**src/rtl/ledscan_pkg.sv**
```systemverilog
package ledscan_pkg;

  localparam int SCAN_ROWS  = 16;
  localparam int ROW_AW     = 4;
  localparam int PANEL_COLS = 32;

  typedef enum logic [2:0] {
    SH_IDLE, SH_LOW, SH_HIGH, SH_TAIL0, SH_TAIL1
  } shift_st_e;

  typedef enum logic [2:0] {
    SQ_WAIT, SQ_SHIFT, SQ_BLANK, SQ_ADDR, SQ_LATHI, SQ_LATLO, SQ_SHOW
  } seq_st_e;

  // Bits per row for a chain of panels.
  function automatic int chain_bits(int panels);
    return PANEL_COLS * panels;
  endfunction

  // The first bit shifted lands at the far end of the chain.
  function automatic int col_of_bit(int bits, int k);
    return bits - 1 - k;
  endfunction

  // Ticks for shift, tail and five handover steps, plus one idle tick.
  function automatic int min_row_ticks(int bits);
    return 2 * bits + 13;
  endfunction

  function automatic int eff_row_ticks(int req, int bits);
    return (req < min_row_ticks(bits)) ? min_row_ticks(bits) : req;
  endfunction

endpackage

```
**src/rtl/ledscan_tick.sv**
```systemverilog
module ledscan_tick #(
  parameter int HALF_DIV = 25
) (
  input  logic clk,
  input  logic rst_n,
  output logic tick
);

  generate
    if (HALF_DIV <= 1) begin : g_every
      logic unused_in;
      assign unused_in = clk ^ rst_n;
      assign tick = 1'b1;
    end else begin : g_div
      localparam int CW = $clog2(HALF_DIV);
      logic [CW-1:0] cnt;
      assign tick = (cnt == CW'(HALF_DIV - 1));
      always_ff @(posedge clk) begin
        if (!rst_n)    cnt <= '0;
        else if (tick) cnt <= '0;
        else           cnt <= cnt + CW'(1);
      end
    end
  endgenerate

endmodule

```
**src/rtl/ledscan_shifter.sv**
```systemverilog
module ledscan_shifter
  import ledscan_pkg::*;
#(
  parameter int BITS = 32,
  localparam int IW  = $clog2(BITS)
) (
  input  logic          clk,
  input  logic          rst_n,
  input  logic          tick,
  input  logic          start,
  input  logic          fb_red,
  input  logic          fb_grn,
  output logic [IW-1:0] bit_idx,
  output logic          sclk,
  output logic          sdat_r,
  output logic          sdat_g,
  output logic          busy,
  output logic          done
);

  shift_st_e st;
  logic      last_bit;

  assign last_bit = (bit_idx == IW'(BITS - 1));
  assign busy     = (st != SH_IDLE);
  assign done     = tick && (st == SH_TAIL1);

  always_ff @(posedge clk) begin
    if (!rst_n) begin
      st      <= SH_IDLE;
      bit_idx <= '0;
      sclk    <= 1'b0;
      sdat_r  <= 1'b0;
      sdat_g  <= 1'b0;
    end else if (tick) begin
      unique case (st)
        SH_IDLE: begin
          if (start) begin
            st      <= SH_LOW;
            bit_idx <= '0;
          end
        end
        SH_LOW: begin
          sclk   <= 1'b0;
          sdat_r <= fb_red;
          sdat_g <= fb_grn;
          st     <= SH_HIGH;
        end
        SH_HIGH: begin
          sclk <= 1'b1;
          if (last_bit) begin
            st <= SH_TAIL0;
          end else begin
            bit_idx <= bit_idx + IW'(1);
            st      <= SH_LOW;
          end
        end
        SH_TAIL0: begin
          sclk <= 1'b0;
          st   <= SH_TAIL1;
        end
        SH_TAIL1: st <= SH_IDLE;
        default:  st <= SH_IDLE;
      endcase
    end
  end

endmodule

```
**src/rtl/ledscan_seq.sv**
```systemverilog
module ledscan_seq
  import ledscan_pkg::*;
#(
  parameter int ROW_T = 625,
  localparam int RTW  = $clog2(ROW_T)
) (
  input  logic              clk,
  input  logic              rst_n,
  input  logic              tick,
  input  logic              frame_start,
  input  logic              shift_done,
  output logic              row_go,
  output logic [ROW_AW-1:0] row_sel,
  output logic              blank,
  output logic              latch,
  output logic [ROW_AW-1:0] row_addr
);

  seq_st_e        st;
  logic           ph;
  logic           restart_pend;
  logic [RTW-1:0] rt;

  assign row_go = tick && (st == SQ_WAIT) && (rt == RTW'(ROW_T - 1));

  always_ff @(posedge clk) begin
    if (!rst_n) restart_pend <= 1'b1;
    else        restart_pend <= frame_start | (restart_pend & ~row_go);
  end

  always_ff @(posedge clk) begin
    if (!rst_n) begin
      st       <= SQ_WAIT;
      ph       <= 1'b0;
      rt       <= RTW'(ROW_T - 1);
      blank    <= 1'b1;
      latch    <= 1'b0;
      row_addr <= {ROW_AW{1'b1}};
      row_sel  <= '0;
    end else if (tick) begin
      rt <= row_go ? '0 : rt + RTW'(1);
      unique case (st)
        SQ_WAIT: begin
          if (row_go) begin
            row_sel <= restart_pend ? '0 : row_addr + ROW_AW'(1);
            st      <= SQ_SHIFT;
          end
        end
        SQ_SHIFT: if (shift_done) st <= SQ_BLANK;
        SQ_BLANK: begin
          if (!ph) begin blank <= 1'b1; ph <= 1'b1; end
          else     begin ph <= 1'b0; st <= SQ_ADDR; end
        end
        SQ_ADDR: begin
          if (!ph) begin row_addr <= row_sel; ph <= 1'b1; end
          else     begin ph <= 1'b0; st <= SQ_LATHI; end
        end
        SQ_LATHI: begin
          if (!ph) begin latch <= 1'b1; ph <= 1'b1; end
          else     begin ph <= 1'b0; st <= SQ_LATLO; end
        end
        SQ_LATLO: begin
          if (!ph) begin latch <= 1'b0; ph <= 1'b1; end
          else     begin ph <= 1'b0; st <= SQ_SHOW; end
        end
        SQ_SHOW: begin
          if (!ph) begin blank <= 1'b0; ph <= 1'b1; end
          else     begin ph <= 1'b0; st <= SQ_WAIT; end
        end
        default: st <= SQ_WAIT;
      endcase
    end
  end

endmodule

```
**src/rtl/ledscan_ctrl.sv**
```systemverilog
module ledscan_ctrl
  import ledscan_pkg::*;
#(
  parameter int N_PANELS  = 1,
  parameter int HALF_DIV  = 25,
  parameter int ROW_TICKS = 625,
  localparam int BITS     = chain_bits(N_PANELS),
  localparam int COLW     = $clog2(BITS),
  localparam int ROW_T    = eff_row_ticks(ROW_TICKS, BITS)
) (
  input  logic            clk,
  input  logic            rst_n,
  input  logic            frame_start,
  input  logic            fb_red,
  input  logic            fb_grn,
  output logic [3:0]      fb_row,
  output logic [COLW-1:0] fb_col,
  output logic            sclk,
  output logic            sdat_r,
  output logic            sdat_g,
  output logic            latch,
  output logic            blank,
  output logic [3:0]      row_addr
);

  // Named internal events, watched by the bound checker.
  logic            tick_w;
  logic            row_go_w;
  logic            shift_done_w;
  logic            shift_busy_w;
  logic [COLW-1:0] bit_idx_w;
  logic [3:0]      row_sel_w;

  ledscan_tick #(.HALF_DIV(HALF_DIV)) u_tick (
    .clk  (clk),
    .rst_n(rst_n),
    .tick (tick_w)
  );

  ledscan_shifter #(.BITS(BITS)) u_shift (
    .clk    (clk),
    .rst_n  (rst_n),
    .tick   (tick_w),
    .start  (row_go_w),
    .fb_red (fb_red),
    .fb_grn (fb_grn),
    .bit_idx(bit_idx_w),
    .sclk   (sclk),
    .sdat_r (sdat_r),
    .sdat_g (sdat_g),
    .busy   (shift_busy_w),
    .done   (shift_done_w)
  );

  ledscan_seq #(.ROW_T(ROW_T)) u_seq (
    .clk        (clk),
    .rst_n      (rst_n),
    .tick       (tick_w),
    .frame_start(frame_start),
    .shift_done (shift_done_w),
    .row_go     (row_go_w),
    .row_sel    (row_sel_w),
    .blank      (blank),
    .latch      (latch),
    .row_addr   (row_addr)
  );

  assign fb_row = row_sel_w;
  assign fb_col = COLW'(col_of_bit(BITS, int'(bit_idx_w)));

endmodule

```
**config.mk**
```make
export PLATFORM = sky130hd
export DESIGN_NAME = ledscan_ctrl
export DESIGN_NICKNAME = d
export VERILOG_FILES = /design/src/rtl/ledscan_pkg.sv /design/src/rtl/ledscan_tick.sv /design/src/rtl/ledscan_shifter.sv /design/src/rtl/ledscan_seq.sv /design/src/rtl/ledscan_ctrl.sv
export SDC_FILE = /design/constraint.sdc
export NUM_CORES = 1
export LEC_CHECK = 0
export CAP_MARGIN = 10
export CORE_MARGIN = 2
export CORE_UTILIZATION = 55
export DETAILED_ROUTE_END_ITERATION = 10
export DONT_BUFFER_PORTS = 1
export GPL_ROUTABILITY_DRIVEN = 0
export GPL_TIMING_DRIVEN = 0
export PLACE_DENSITY_LB_ADDON = 0.08
export SLEW_MARGIN = 20
export SYNTH_ARGS = -nofsm -noshare
export SYNTH_HDL_FRONTEND = slang
export SYNTH_HIERARCHICAL = 1
export SYNTH_SLANG_ARGS = --single-unit
```
**constraint.sdc**
```tcl
create_clock -name clk -period 2.5 [get_ports clk]
set_input_delay 0.125 -clock clk [delete_from_list [all_inputs] [get_ports clk]]
set_output_delay 0.125 -clock clk [all_outputs]
set_load 0.05 [all_outputs]
```
==> results.ini <==
[final_layout]
design.final.nets=254
fin_area_sq_um=2350
diodes=0
drive_gt1_frac=0.136
nFillCells=311
area_growth_pct=10.6

[power]
max-vdd-ir-drop_mv=0.432
p_per_area_nw_per_um2=510
total_leakage_power_nw=0.870

[hold_path]
hold_depth=2
hold_class=in -> reg
holdPathEnd=u_shift/sdat_r$_SDFFE_PN0P_
hold_start=fb_red

[worst_setup_path]
endpoint_kind=flop
r2r_start=u_tick/g_div.cnt[0]$_SDFF_PP0_
cp.required_ps=2710
path_cells=inv_1 -> ha_2 -> nand4b_4 -> inv_1 -> buf_6 -> or4b_4 -> nor3_4 -> o21ai_2 -> or3_1 -> a21oi_1
slowest_stage=or4b_4
r2r_cells=10
reg2reg_slack_ps=160
critical-path-max-stage-delay_ps=490
arrival_ps=2550
r2r_end=u_shift/st[0]$_SDFFE_PN0P_
worst_path_most_repeated_cell=inv_1
crit_fanout=10
critPathLaunchType=flop
worstSetupPathType=reg -> reg

[global_route]
busiest_layer=met2
grt_antenna_before_repair=0
use_met3=0.0409
grt_pass1_vias=1681
grt_util_all_layers=0.220
gr-usage-met2=0.365
met1_usage=0.288
grt_pass1_wl_microns=7430
grt-ovfl-total=0
grt_start_max_net_pins=13

[timing]
setup_tns_ps=0
timing.final.crit_share=0.936
clock.fmax_mhz=427
hold_viol=0
final-setup-viol-count=0
worst_pin_slew_ps=617
drv_slew=0
rsz0062_at_grt=false
relSlewSlack=0.588
fin_skew_ps=3.86
period_needed_ps=2340

[floorplan]
ios=23
coreArea_sq_um=3690
die_w_microns=66.1
start_util=0.575
die_area_sq_um=4370
die_y_microns=66.1
fp-row-count=22

[route]
avgViaCountPerCell=5.78
wl_microns=4340
vias=1677
dr.pass1.iters=4
antenna_left=0
wl_per_cell_microns=15.0
drc=0
drtIter0Drc=99

[clock_tree]
numCtsBuffers=5
clk_latency_ps=280
clk_pin_slew_ps=80
root_buffer=clkbuf_8
cts.sinks=41
cts_tree=done
htreeDepth=2
clock_path_buffers=2

[synthesis]
syn-cell-area_sq_um=2120
syn_inst=230
synth_nets=242
synth_warnings=6
synth.avg_cell_area_sq_um=9.23

[job]
drv_cap=0

[run_status]
outcome=finished, final reports clean

[place]
post_dp_cell_area_sq_um=2180
hpwl_microns=3050
port_buffers=0

[final cells by class]
type / count / area [sq um] / share of cell area
inverters: 13 / 48.8 / 0.0208
plain buffers: 13 / 95.1 / 0.0405
well taps: 48 / 60.1 / 0.0256
repair buffers: 5 / 51.3 / 0.0219
clock inverters: 2 / 35.0 / 0.0149
multi-input cells: 163 / 1170 / 0.497
flip-flops and latches: 41 / 821 / 0.350
clock buffers: 5 / 68.8 / 0.0293
[flip-flops by register name (all words and copies together), names as in the netlist, 3 cells and up]
register and count:
u_shift/st 3, u_seq/row_addr 4, u_seq/st 3, u_tick/g_div.cnt 5, u_seq/rt 10, u_shift/bit_idx 5
u_seq/row_sel 4
[worst max path at each step]
stage                                         from                          to  slack, ps  depth (start not counted)
floorplan           u_tick/g_div.cnt[0]$_SDFF_PP0_  u_shift/st[0]$_SDFFE_PN0P_        320                         10
global placement    u_tick/g_div.cnt[0]$_SDFF_PP0_  u_shift/st[0]$_SDFFE_PN0P_         60                         10
detailed placement  u_tick/g_div.cnt[0]$_SDFF_PP0_  u_shift/st[0]$_SDFFE_PN0P_          8                         10
CTS                 u_tick/g_div.cnt[0]$_SDFF_PP0_  u_shift/st[0]$_SDFFE_PN0P_         40                         10
global route        u_tick/g_div.cnt[0]$_SDFF_PP0_  u_shift/st[0]$_SDFFE_PN0P_         10                         10
finish              u_tick/g_div.cnt[0]$_SDFF_PP0_  u_shift/st[0]$_SDFFE_PN0P_        160                         10
[critical path, delay by kind of cell (launching register included)]
family	cells	cell delay (ps)
AOI/OAI and AO/OA	2	270
adders and majority gates	1	200
DFF	1	340
buffers and inverters	3	320
and+or+nand+nor	4	1140
[cells in the final DEF (no fill, tap or decap), types with 7 or more instances in the layout]
cell type / instances
a21oi_1: 13
mux2i_1: 7
nor2_1: 14
nand2_1: 19
dfxtp_1: 41
xor2_1: 9
inv_1: 11
nand3_1: 10
o21ai_0: 12
[power breakdown]
| group | internal [W] | total [W] | switching (W) |
|---|---|---|---|
| Sequential | 0.000657 | 0.000661 | 0.00000403 |
| Combinational | 0.0000126 | 0.0000310 | 0.0000184 |
| Clock | 0.000290 | 0.000506 | 0.000216 |
[per-layer routing]
layer  vias to the layer above  share of wire  wire, microns
met5                         -              0              0
met3                         8          0.033            143
met2                        41           0.47           2050
met1                       790           0.48           2080
li1                        838              -              -
met4                         0          0.013             58
[stage by stage]
stage	util	setup slack (ps)	hold slack, ps	total power, W	std cells
CTS	0.633	45.0	16.2	0.00121	290
finish	0.636	159	16.8	0.00120	290
floorplan	-	321	220	0.000692	230
global placement	0.592	57.8	221	0.000696	278
detailed placement	0.592	7.90	224	0.000699	278
global route	0.636	14.7	27.0	0.00124	290
[what timing repair did]
| item | in CTS | in global routing |
|---|---|---|
| pin swaps | 1 | 1 |
| buffers inserted | 1 | 0 |
| hold buffers | 4 | 0 |
| hold endpoints to repair | 11 | 0 |
| endpoints found under the setup margin | 1 | 6 |
| resized for setup | 0 | 4 |
Power figures use the tool's default switching activity.
